==> config.mk <==
export PLATFORM = sky130hd
export DESIGN_NAME = wdg_top
export DESIGN_NICKNAME = d
export VERILOG_FILES = /design/src/rtl/wdg_pkg.sv /design/src/rtl/wdg_regs.sv /design/src/rtl/wdg_core.sv /design/src/rtl/wdg_top.sv
export SDC_FILE = /design/constraint.sdc
export NUM_CORES = 1
export LEC_CHECK = 0
export ABC_CLOCK_PERIOD_IN_PS = 5050
export BUFFER_PORTS_ARGS = -buffer_cell sky130_fd_sc_hd__buf_2
export CORE_MARGIN = 2
export CORE_UTILIZATION = 50
export DETAILED_ROUTE_END_ITERATION = 16
export PLACE_DENSITY = 0.8
export SYNTH_ARGS = -nofsm -noshare
export SYNTH_HDL_FRONTEND = slang
export SYNTH_SLANG_ARGS = --single-unit
==> constraint.sdc <==
create_clock -name clk -period 5.05 [get_ports clk]
set_input_delay 0.7575 -clock clk [delete_from_list [all_inputs] [get_ports clk]]
set_output_delay 0.7575 -clock clk [all_outputs]
set_load 0.005 [all_outputs]
==> src/rtl/wdg_pkg.sv <==
`timescale 1ns/1ps
package wdg_pkg;
  localparam int ADDR_W = 6;

  localparam logic [ADDR_W-1:0] OFS_LOAD_LO = 6'h00;
  localparam logic [ADDR_W-1:0] OFS_LOAD_HI = 6'h04;
  localparam logic [ADDR_W-1:0] OFS_CTRL    = 6'h08;
  localparam logic [ADDR_W-1:0] OFS_CLEAR   = 6'h0C;
  localparam logic [ADDR_W-1:0] OFS_RAW     = 6'h10;
  localparam logic [ADDR_W-1:0] OFS_MASKED  = 6'h14;
  localparam logic [ADDR_W-1:0] OFS_CNT_LO  = 6'h18;
  localparam logic [ADDR_W-1:0] OFS_CNT_HI  = 6'h1C;
  localparam logic [ADDR_W-1:0] OFS_KEY     = 6'h20;
  localparam logic [ADDR_W-1:0] OFS_PRE_LO  = 6'h2C;
  localparam logic [ADDR_W-1:0] OFS_PRE_HI  = 6'h30;

  localparam int BIT_INT  = 0;
  localparam int BIT_RST  = 3;
  localparam int BIT_BUSY = 4;

  // control bits 3..0
  typedef struct packed {
    logic rst_en;
    logic ver_sel;
    logic cnt_en;
    logic int_en;
  } ctrl_t;
endpackage

==> src/rtl/wdg_regs.sv <==
`timescale 1ns/1ps
module wdg_regs
  import wdg_pkg::*;
#(
  parameter int          DATA_W = 32,
  parameter int          HALF_W = 16,
  parameter logic [15:0] KEY    = 16'hE551,
  localparam int         CNT_W  = 2 * HALF_W
) (
  input  logic              clk,
  input  logic              rst_n,
  input  logic              wr_en,
  input  logic              rd_en,
  input  logic [ADDR_W-1:0] addr,
  input  logic [DATA_W-1:0] wdata,
  input  logic              raw_int,
  input  logic              raw_rst,
  input  logic              busy,
  input  logic [CNT_W-1:0]  cnt,
  output ctrl_t             ctrl,
  output logic [CNT_W-1:0]  load_val,
  output logic [CNT_W-1:0]  pre_val,
  output logic              load_go,
  output logic              clr_int,
  output logic              clr_rst,
  output logic [DATA_W-1:0] rdata
);

  logic              unl_q, unl_d;
  ctrl_t             ctrl_q, ctrl_d;
  logic [HALF_W-1:0] ld_lo_q, ld_lo_d, ld_hi_q, ld_hi_d;
  logic [HALF_W-1:0] pr_lo_q, pr_lo_d, pr_hi_q, pr_hi_d;
  logic [HALF_W-1:0] snap_q, snap_d;
  logic [DATA_W-1:0] rdata_q, rdata_d, rd_mux;
  logic              wr_ok;

  assign wr_ok = wr_en && unl_q;

  always_comb begin
    unl_d   = unl_q;
    ctrl_d  = ctrl_q;
    ld_lo_d = ld_lo_q;
    ld_hi_d = ld_hi_q;
    pr_lo_d = pr_lo_q;
    pr_hi_d = pr_hi_q;
    load_go = 1'b0;
    clr_int = 1'b0;
    clr_rst = 1'b0;
    if (wr_en && addr == OFS_KEY) unl_d = (wdata[15:0] == KEY);
    if (wr_ok) begin
      case (addr)
        OFS_LOAD_LO: begin ld_lo_d = wdata[HALF_W-1:0]; load_go = 1'b1; end
        OFS_LOAD_HI: ld_hi_d = wdata[HALF_W-1:0];
        OFS_CTRL:    ctrl_d  = ctrl_t'(wdata[3:0]);
        OFS_CLEAR:   begin clr_int = wdata[BIT_INT]; clr_rst = wdata[BIT_RST]; end
        OFS_PRE_LO:  pr_lo_d = wdata[HALF_W-1:0];
        OFS_PRE_HI:  pr_hi_d = wdata[HALF_W-1:0];
        default: ;
      endcase
    end
  end

  always_comb begin
    rd_mux = '0;
    case (addr)
      OFS_LOAD_LO: rd_mux = DATA_W'(ld_lo_q);
      OFS_LOAD_HI: rd_mux = DATA_W'(ld_hi_q);
      OFS_CTRL:    rd_mux = DATA_W'(ctrl_q);
      OFS_RAW: begin
        rd_mux[BIT_INT]  = raw_int;
        rd_mux[BIT_RST]  = raw_rst;
        rd_mux[BIT_BUSY] = busy;
      end
      OFS_MASKED: begin
        rd_mux[BIT_INT] = raw_int && ctrl_q.int_en;
        rd_mux[BIT_RST] = raw_rst && ctrl_q.rst_en;
      end
      OFS_CNT_LO:  rd_mux = DATA_W'(snap_q);
      OFS_CNT_HI:  rd_mux = DATA_W'(cnt[CNT_W-1:HALF_W]);
      OFS_KEY:     rd_mux = DATA_W'(unl_q);
      OFS_PRE_LO:  rd_mux = DATA_W'(pr_lo_q);
      OFS_PRE_HI:  rd_mux = DATA_W'(pr_hi_q);
      default: ;
    endcase
  end

  always_comb begin
    rdata_d = rdata_q;
    snap_d  = snap_q;
    if (rd_en) begin
      rdata_d = rd_mux;
      if (addr == OFS_CNT_HI) snap_d = cnt[HALF_W-1:0];
    end
  end

  always_ff @(posedge clk or negedge rst_n) begin
    if (!rst_n) begin
      unl_q   <= 1'b0;
      ctrl_q  <= '0;
      ld_lo_q <= '0;
      ld_hi_q <= '0;
      pr_lo_q <= '0;
      pr_hi_q <= '0;
      snap_q  <= '0;
      rdata_q <= '0;
    end else begin
      unl_q   <= unl_d;
      ctrl_q  <= ctrl_d;
      ld_lo_q <= ld_lo_d;
      ld_hi_q <= ld_hi_d;
      pr_lo_q <= pr_lo_d;
      pr_hi_q <= pr_hi_d;
      snap_q  <= snap_d;
      rdata_q <= rdata_d;
    end
  end

  assign ctrl     = ctrl_q;
  assign load_val = {ld_hi_q, ld_lo_q};
  assign pre_val  = {pr_hi_q, pr_lo_q};
  assign rdata    = rdata_q;

  // a locked block keeps its control setting
  p_locked_ctrl_r3: assert property (@(posedge clk) disable iff (!rst_n)
    !unl_q |=> $stable(ctrl_q));

  // the key opens the block
  p_key_opens_r2: assert property (@(posedge clk) disable iff (!rst_n)
    (wr_en && addr == OFS_KEY && wdata[15:0] == KEY) |=> unl_q);

  // upper-half read captures the lower half
  p_snap_r10: assert property (@(posedge clk) disable iff (!rst_n)
    (rd_en && addr == OFS_CNT_HI) |=> snap_q == $past(cnt[HALF_W-1:0]));
endmodule

==> src/rtl/wdg_core.sv <==
`timescale 1ns/1ps
module wdg_core
  import wdg_pkg::*;
#(
  parameter int CNT_W      = 32,
  parameter int LOAD_TICKS = 3,
  localparam int LW        = $clog2(LOAD_TICKS + 1)
) (
  input  logic             clk,
  input  logic             rst_n,
  input  logic             tick,
  input  ctrl_t            ctrl,
  input  logic [CNT_W-1:0] load_val,
  input  logic [CNT_W-1:0] pre_val,
  input  logic             load_go,
  input  logic             clr_int,
  input  logic             clr_rst,
  output logic [CNT_W-1:0] cnt,
  output logic             raw_int,
  output logic             raw_rst,
  output logic             busy
);

  logic [CNT_W-1:0] cnt_q, cnt_d, cnt_dec;
  logic [LW-1:0]    left_q, left_d;
  logic             busy_q, busy_d, int_q, int_d, rst_q, rst_d;
  logic             load_done, step;

  assign cnt_dec   = cnt_q - CNT_W'(1);
  assign load_done = busy_q && tick && (left_q == LW'(1)) && !load_go;
  assign step      = ctrl.cnt_en && tick && (cnt_q != '0) && !load_done;

  always_comb begin
    busy_d = busy_q;
    left_d = left_q;
    if (load_go) begin
      busy_d = 1'b1;
      left_d = LW'(LOAD_TICKS);
    end else if (busy_q && tick) begin
      left_d = left_q - LW'(1);
      if (left_q == LW'(1)) busy_d = 1'b0;
    end
  end

  always_comb begin
    cnt_d = cnt_q;
    if (load_done)  cnt_d = load_val;
    else if (step)  cnt_d = cnt_dec;
  end

  always_comb begin
    int_d = int_q;
    rst_d = rst_q;
    if (clr_int) int_d = 1'b0;
    if (clr_rst) rst_d = 1'b0;
    if (step && ctrl.int_en && cnt_dec == pre_val) int_d = 1'b1;
    if (step && ctrl.rst_en && cnt_dec == '0)      rst_d = 1'b1;
  end

  always_ff @(posedge clk or negedge rst_n) begin
    if (!rst_n) begin
      cnt_q  <= '0;
      left_q <= '0;
      busy_q <= 1'b0;
      int_q  <= 1'b0;
      rst_q  <= 1'b0;
    end else begin
      cnt_q  <= cnt_d;
      left_q <= left_d;
      busy_q <= busy_d;
      int_q  <= int_d;
      rst_q  <= rst_d;
    end
  end

  assign cnt     = cnt_q;
  assign busy    = busy_q;
  assign raw_int = int_q;
  assign raw_rst = rst_q;

  // end of transfer leaves the programmed value in the counter
  p_load_xfer_r5: assert property (@(posedge clk) disable iff (!rst_n)
    $fell(busy_q) |-> cnt_q == $past(load_val));

  // one step per tick
  p_step_one_r6: assert property (@(posedge clk) disable iff (!rst_n)
    (ctrl.cnt_en && tick && !busy_q && cnt_q != '0) |=> cnt_q == $past(cnt_q) - CNT_W'(1));

  // zero is a floor
  p_zero_floor_r6: assert property (@(posedge clk) disable iff (!rst_n)
    (cnt_q == '0 && !busy_q) |=> cnt_q == '0);

  // interrupt flag rises only on the threshold
  p_pre_hit_r7: assert property (@(posedge clk) disable iff (!rst_n)
    $rose(int_q) |-> cnt_q == $past(pre_val));

  // reset flag holds until cleared
  p_rst_hold_r8: assert property (@(posedge clk) disable iff (!rst_n)
    (rst_q && !clr_rst) |=> rst_q);
endmodule

==> src/rtl/wdg_top.sv <==
`timescale 1ns/1ps
module wdg_top
  import wdg_pkg::*;
#(
  parameter int          DATA_W     = 32,
  parameter int          HALF_W     = 16,
  parameter int          LOAD_TICKS = 3,
  parameter logic [15:0] KEY        = 16'hE551,
  localparam int         CNT_W      = 2 * HALF_W
) (
  input  logic              clk,
  input  logic              rst_n,
  input  logic              tick,
  input  logic              bus_wr,
  input  logic              bus_rd,
  input  logic [ADDR_W-1:0] bus_addr,
  input  logic [DATA_W-1:0] bus_wdata,
  output logic [DATA_W-1:0] bus_rdata,
  output logic              irq,
  output logic              rst_req
);

  logic [1:0]       rsync_q;
  logic             srst_n;
  ctrl_t            ctrl;
  logic [CNT_W-1:0] load_val, pre_val, cnt;
  logic             load_go, clr_int, clr_rst, raw_int, raw_rst, busy;

  always_ff @(posedge clk or negedge rst_n) begin
    if (!rst_n) rsync_q <= 2'b00;
    else        rsync_q <= {rsync_q[0], 1'b1};
  end
  assign srst_n = rsync_q[1];

  wdg_regs #(.DATA_W(DATA_W), .HALF_W(HALF_W), .KEY(KEY)) u_regs (
    .clk(clk), .rst_n(srst_n), .wr_en(bus_wr), .rd_en(bus_rd),
    .addr(bus_addr), .wdata(bus_wdata), .raw_int(raw_int), .raw_rst(raw_rst),
    .busy(busy), .cnt(cnt), .ctrl(ctrl), .load_val(load_val), .pre_val(pre_val),
    .load_go(load_go), .clr_int(clr_int), .clr_rst(clr_rst), .rdata(bus_rdata)
  );

  wdg_core #(.CNT_W(CNT_W), .LOAD_TICKS(LOAD_TICKS)) u_core (
    .clk(clk), .rst_n(srst_n), .tick(tick), .ctrl(ctrl), .load_val(load_val),
    .pre_val(pre_val), .load_go(load_go), .clr_int(clr_int), .clr_rst(clr_rst),
    .cnt(cnt), .raw_int(raw_int), .raw_rst(raw_rst), .busy(busy)
  );

  assign irq     = raw_int && ctrl.int_en;
  assign rst_req = raw_rst && ctrl.rst_en;
endmodule

==> flow_summary.toml <==
[status]
status = "completed"

[worst_setup_path]
rrSetupSlack_ns = 1.27
r2r_end = "u_core.raw_int"
crit_path_max_fanout = 8
critical_path_class = "register to register"
reg2regPathDepth = 11
cp_slowest_cell = "or4_1"
cp.arrival_ns = 4.08
critPathMaxStageDelay_ns = 0.59
path_cells = "inv_1, ha_1, or3b_2, nor4_2, buf_4, nand2_1, nor3_1, xnor2_1, o2111ai_1, or4_1, o31ai_1"
critPathRequiredTime_ns = 5.35
end_kind = "register"
critPathLaunchType = "register"
r2r_start = "u_core.cnt[0]"

[floorplanning]
die_area_mm2 = 0.0170
coreArea_mm2 = 0.0158
die_w_um = 130
die_h_um = 130
io_pins = 77
num_rows = 46
start_util_pct = 50.7

[cells_and_area]
fin_nets = 880
final_cell_count_no_fill = 1063
num-fill-cells = 1356
synthToLayoutAreaGrowth_pct = 11.5
drive_above_1_share_pct = 22.1
antenna_cells = 0
final-seq-area_mm2 = 0.00351
fin_util_pct = 56.5
multiInputGateArea_mm2 = 0.00419

[synthesis]
synth_top_area_share_pct = 43.8
ys_seq_elements = 140
yosysUniqueCellTypes = 61
synth_most_common_cell = "dfrtp_1"
synth-compound-area-share_pct = 10.3
yosys.area_share.simple_pct = 17.2
synth_top_family_by_area = "simple AND/OR/NAND/NOR gates"
syn_inst = 815
synth-edff-count = 0
synth_commonest_cells = "dfrtp_1, nand2_1, mux2_2"
ys_warn_count = 0
yosysTopAreaCell = "dfrtp_1"
yosysSeqAreaShare_pct = 43.8
synthArstFlopShare_pct = 100
synthTopCellsByArea = "dfrtp_1, mux2_2, xnor2_1, nand2_1, o21ai_0"
synth.cell_area_mm2 = 0.00799
synthMuxAreaShare_pct = 14.9
syn_area_per_cell_um2 = 9.81
synth-xor-area-share_pct = 8.55
synth_ff_type = "dfrtp_1"
synth_fa_ha_area_share_pct = 0.470

[timing]
clock_skew_ns = 0.0100
holdWs_ns = 0.0993
clock.fmax_mhz = 265
worst_pin_slew_ns = 1.01
slew_headroom_pct = 32.5
finalCritPeriodShare_pct = 74.8
setup_viol = 0
setup_slack_ns = 1.27
finalSetupTns_ns = 0
hold_viol = 0
rsz0062_at_grt = "false"
slew_violations = 0
fin_crit_ns = 3.78

[power_and_ir_drop]
leakage_nw = 4.08
power_density_mw_per_mm2 = 277
ir_drop_mv = 0.267

[cts]
hold_buffers = 0
cts_sinks = 140
clockBufferDepth = 2
clkSlewWorstSetupHoldPaths_ns = 0.06
clock-root-buffer = "clkbuf_16"
cts.htree.levels = 4
clock_latency_ns = 0.43
post_cts_resized = 0
post_cts_buffers = 0
cts_tree = "built"
numCtsBuffers = 17

[place]
pre_cts_ws_ns = 1.16
dp_cells = 1031
dp_hpwl_um = 17400
io_buffers = 44
gp_congestion = 1.02

[global_route]
antenna_found_initial = 0
grt_pass1_wl_um = 37600
grt_use_total_pct = 29.9
grt.overflow.total = 0
first_global_vias = 6416
grt_max_degree = 66

[worst_hold_path]
hold_path.class = "input port to async pin"

[job]
max-cap-violations = 0

[detailed_routing]
drt_iter0_drc = 830
post-route-drc-count = 0
drt_pass1_iterations = 5
via_per_inst = 6.22
ant_nets = 0
vias = 6617
wirelength_um = 24200
wl_per_cell_um = 22.8
==> registers in the layout, indices dropped and copies added, names as in the netlist, 2 cells and up <==
register	count
u_regs.ctrl	4
u_regs.ld_lo_q	16
u_regs.pr_hi_q	16
u_regs.snap_q	16
u_core.cnt	32
u_regs.rdata	16
u_core.left_q	2
rsync_q	2
u_regs.ld_hi_q	16
u_regs.pr_lo_q	16
==> power breakdown <==
group	total (mW)	switching (mW)	internal (mW)
logic	0.0859	0.0593	0.0265
registers	1.14	0.0125	1.13
clock network	1.23	0.491	0.743
==> how the worst max path moves through the flow <==
stage / start / endpoint / slack, ns / cells after the start
floorplan: rsync_q[1] / u_core.busy / 0.86 / 0
global placement: bus_addr[2] / u_core.raw_rst / 1.20 / 10
detailed placement: bus_addr[2] / u_core.raw_rst / 1.16 / 10
CTS: u_core.cnt[0] / u_core.raw_int / 1.29 / 11
global route: u_core.cnt[0] / u_core.raw_int / 1.12 / 11
finish: u_core.cnt[0] / u_core.raw_int / 1.27 / 11
==> critical path: cells and delay by family, from the launching register on <==
kind / cells / cell delay (ns)
xor gates and xnor gates: 1 / 0.19
adders and majority gates: 1 / 0.29
AOI/OAI and AO/OA: 2 / 0.50
DFF: 1 / 0.51
buffers and inverters: 2 / 0.29
and+or+nand+nor: 5 / 1.86
==> layout make-up <==
type,instances,share of cell area [%]
multi-input combinational,609,47.0
clock inverter,12,1.56
timing repair buffer,58,3.65
sequential,140,39.4
clock buffer,20,5.01
inverter,8,0.337
tap,216,3.03
==> through the flow <==
step	power (mW)	instance area, um^2
after CTS	2.48	8910
final	2.46	8910
after global placement	1.25	8320
after floorplan	1.21	8050
after global routing	2.53	8910
after detailed placement	1.25	8320
==> layout by cell type, fill, tap and decap left out, types with 8 or more instances in the layout <==
cell type and count:
dfrtp_1 139, nand2_1 92, mux2_2 83, nor2_1 63, o21ai_0 59, xnor2_1 46
buf_2 44, xor2_1 32, mux2i_1 23, nand3_1 20, nor3_1 18, conb_1 17
clkbuf_16 17, a221oi_1 16, a31oi_1 14, a21oi_1 14, buf_4 14, nand4_1 11
nor4_1 10, or4_1 10, inv_1 8
==> per-layer routing <==
layer  vias up  GRT usage, %  part of all wire (%)
met5         -             0                     0
met4         0          10.7                   3.3
met3        49          7.45                   9.2
met2       357          45.5                    45
met1      3315          42.0                    42
li1       2896             -                     -
==> kinds of logic (layout without fill, tap and decap cells) <==
kind of cell,count (synthesis),count (layout)
flops,140,140
buf+inv,81,98
compound gates,130,130
other cells,2,17
xor+xnor,78,78
simple gates,274,274
fa+ha+maj,3,3
mux,107,107
(Power assumes the default switching activity.)
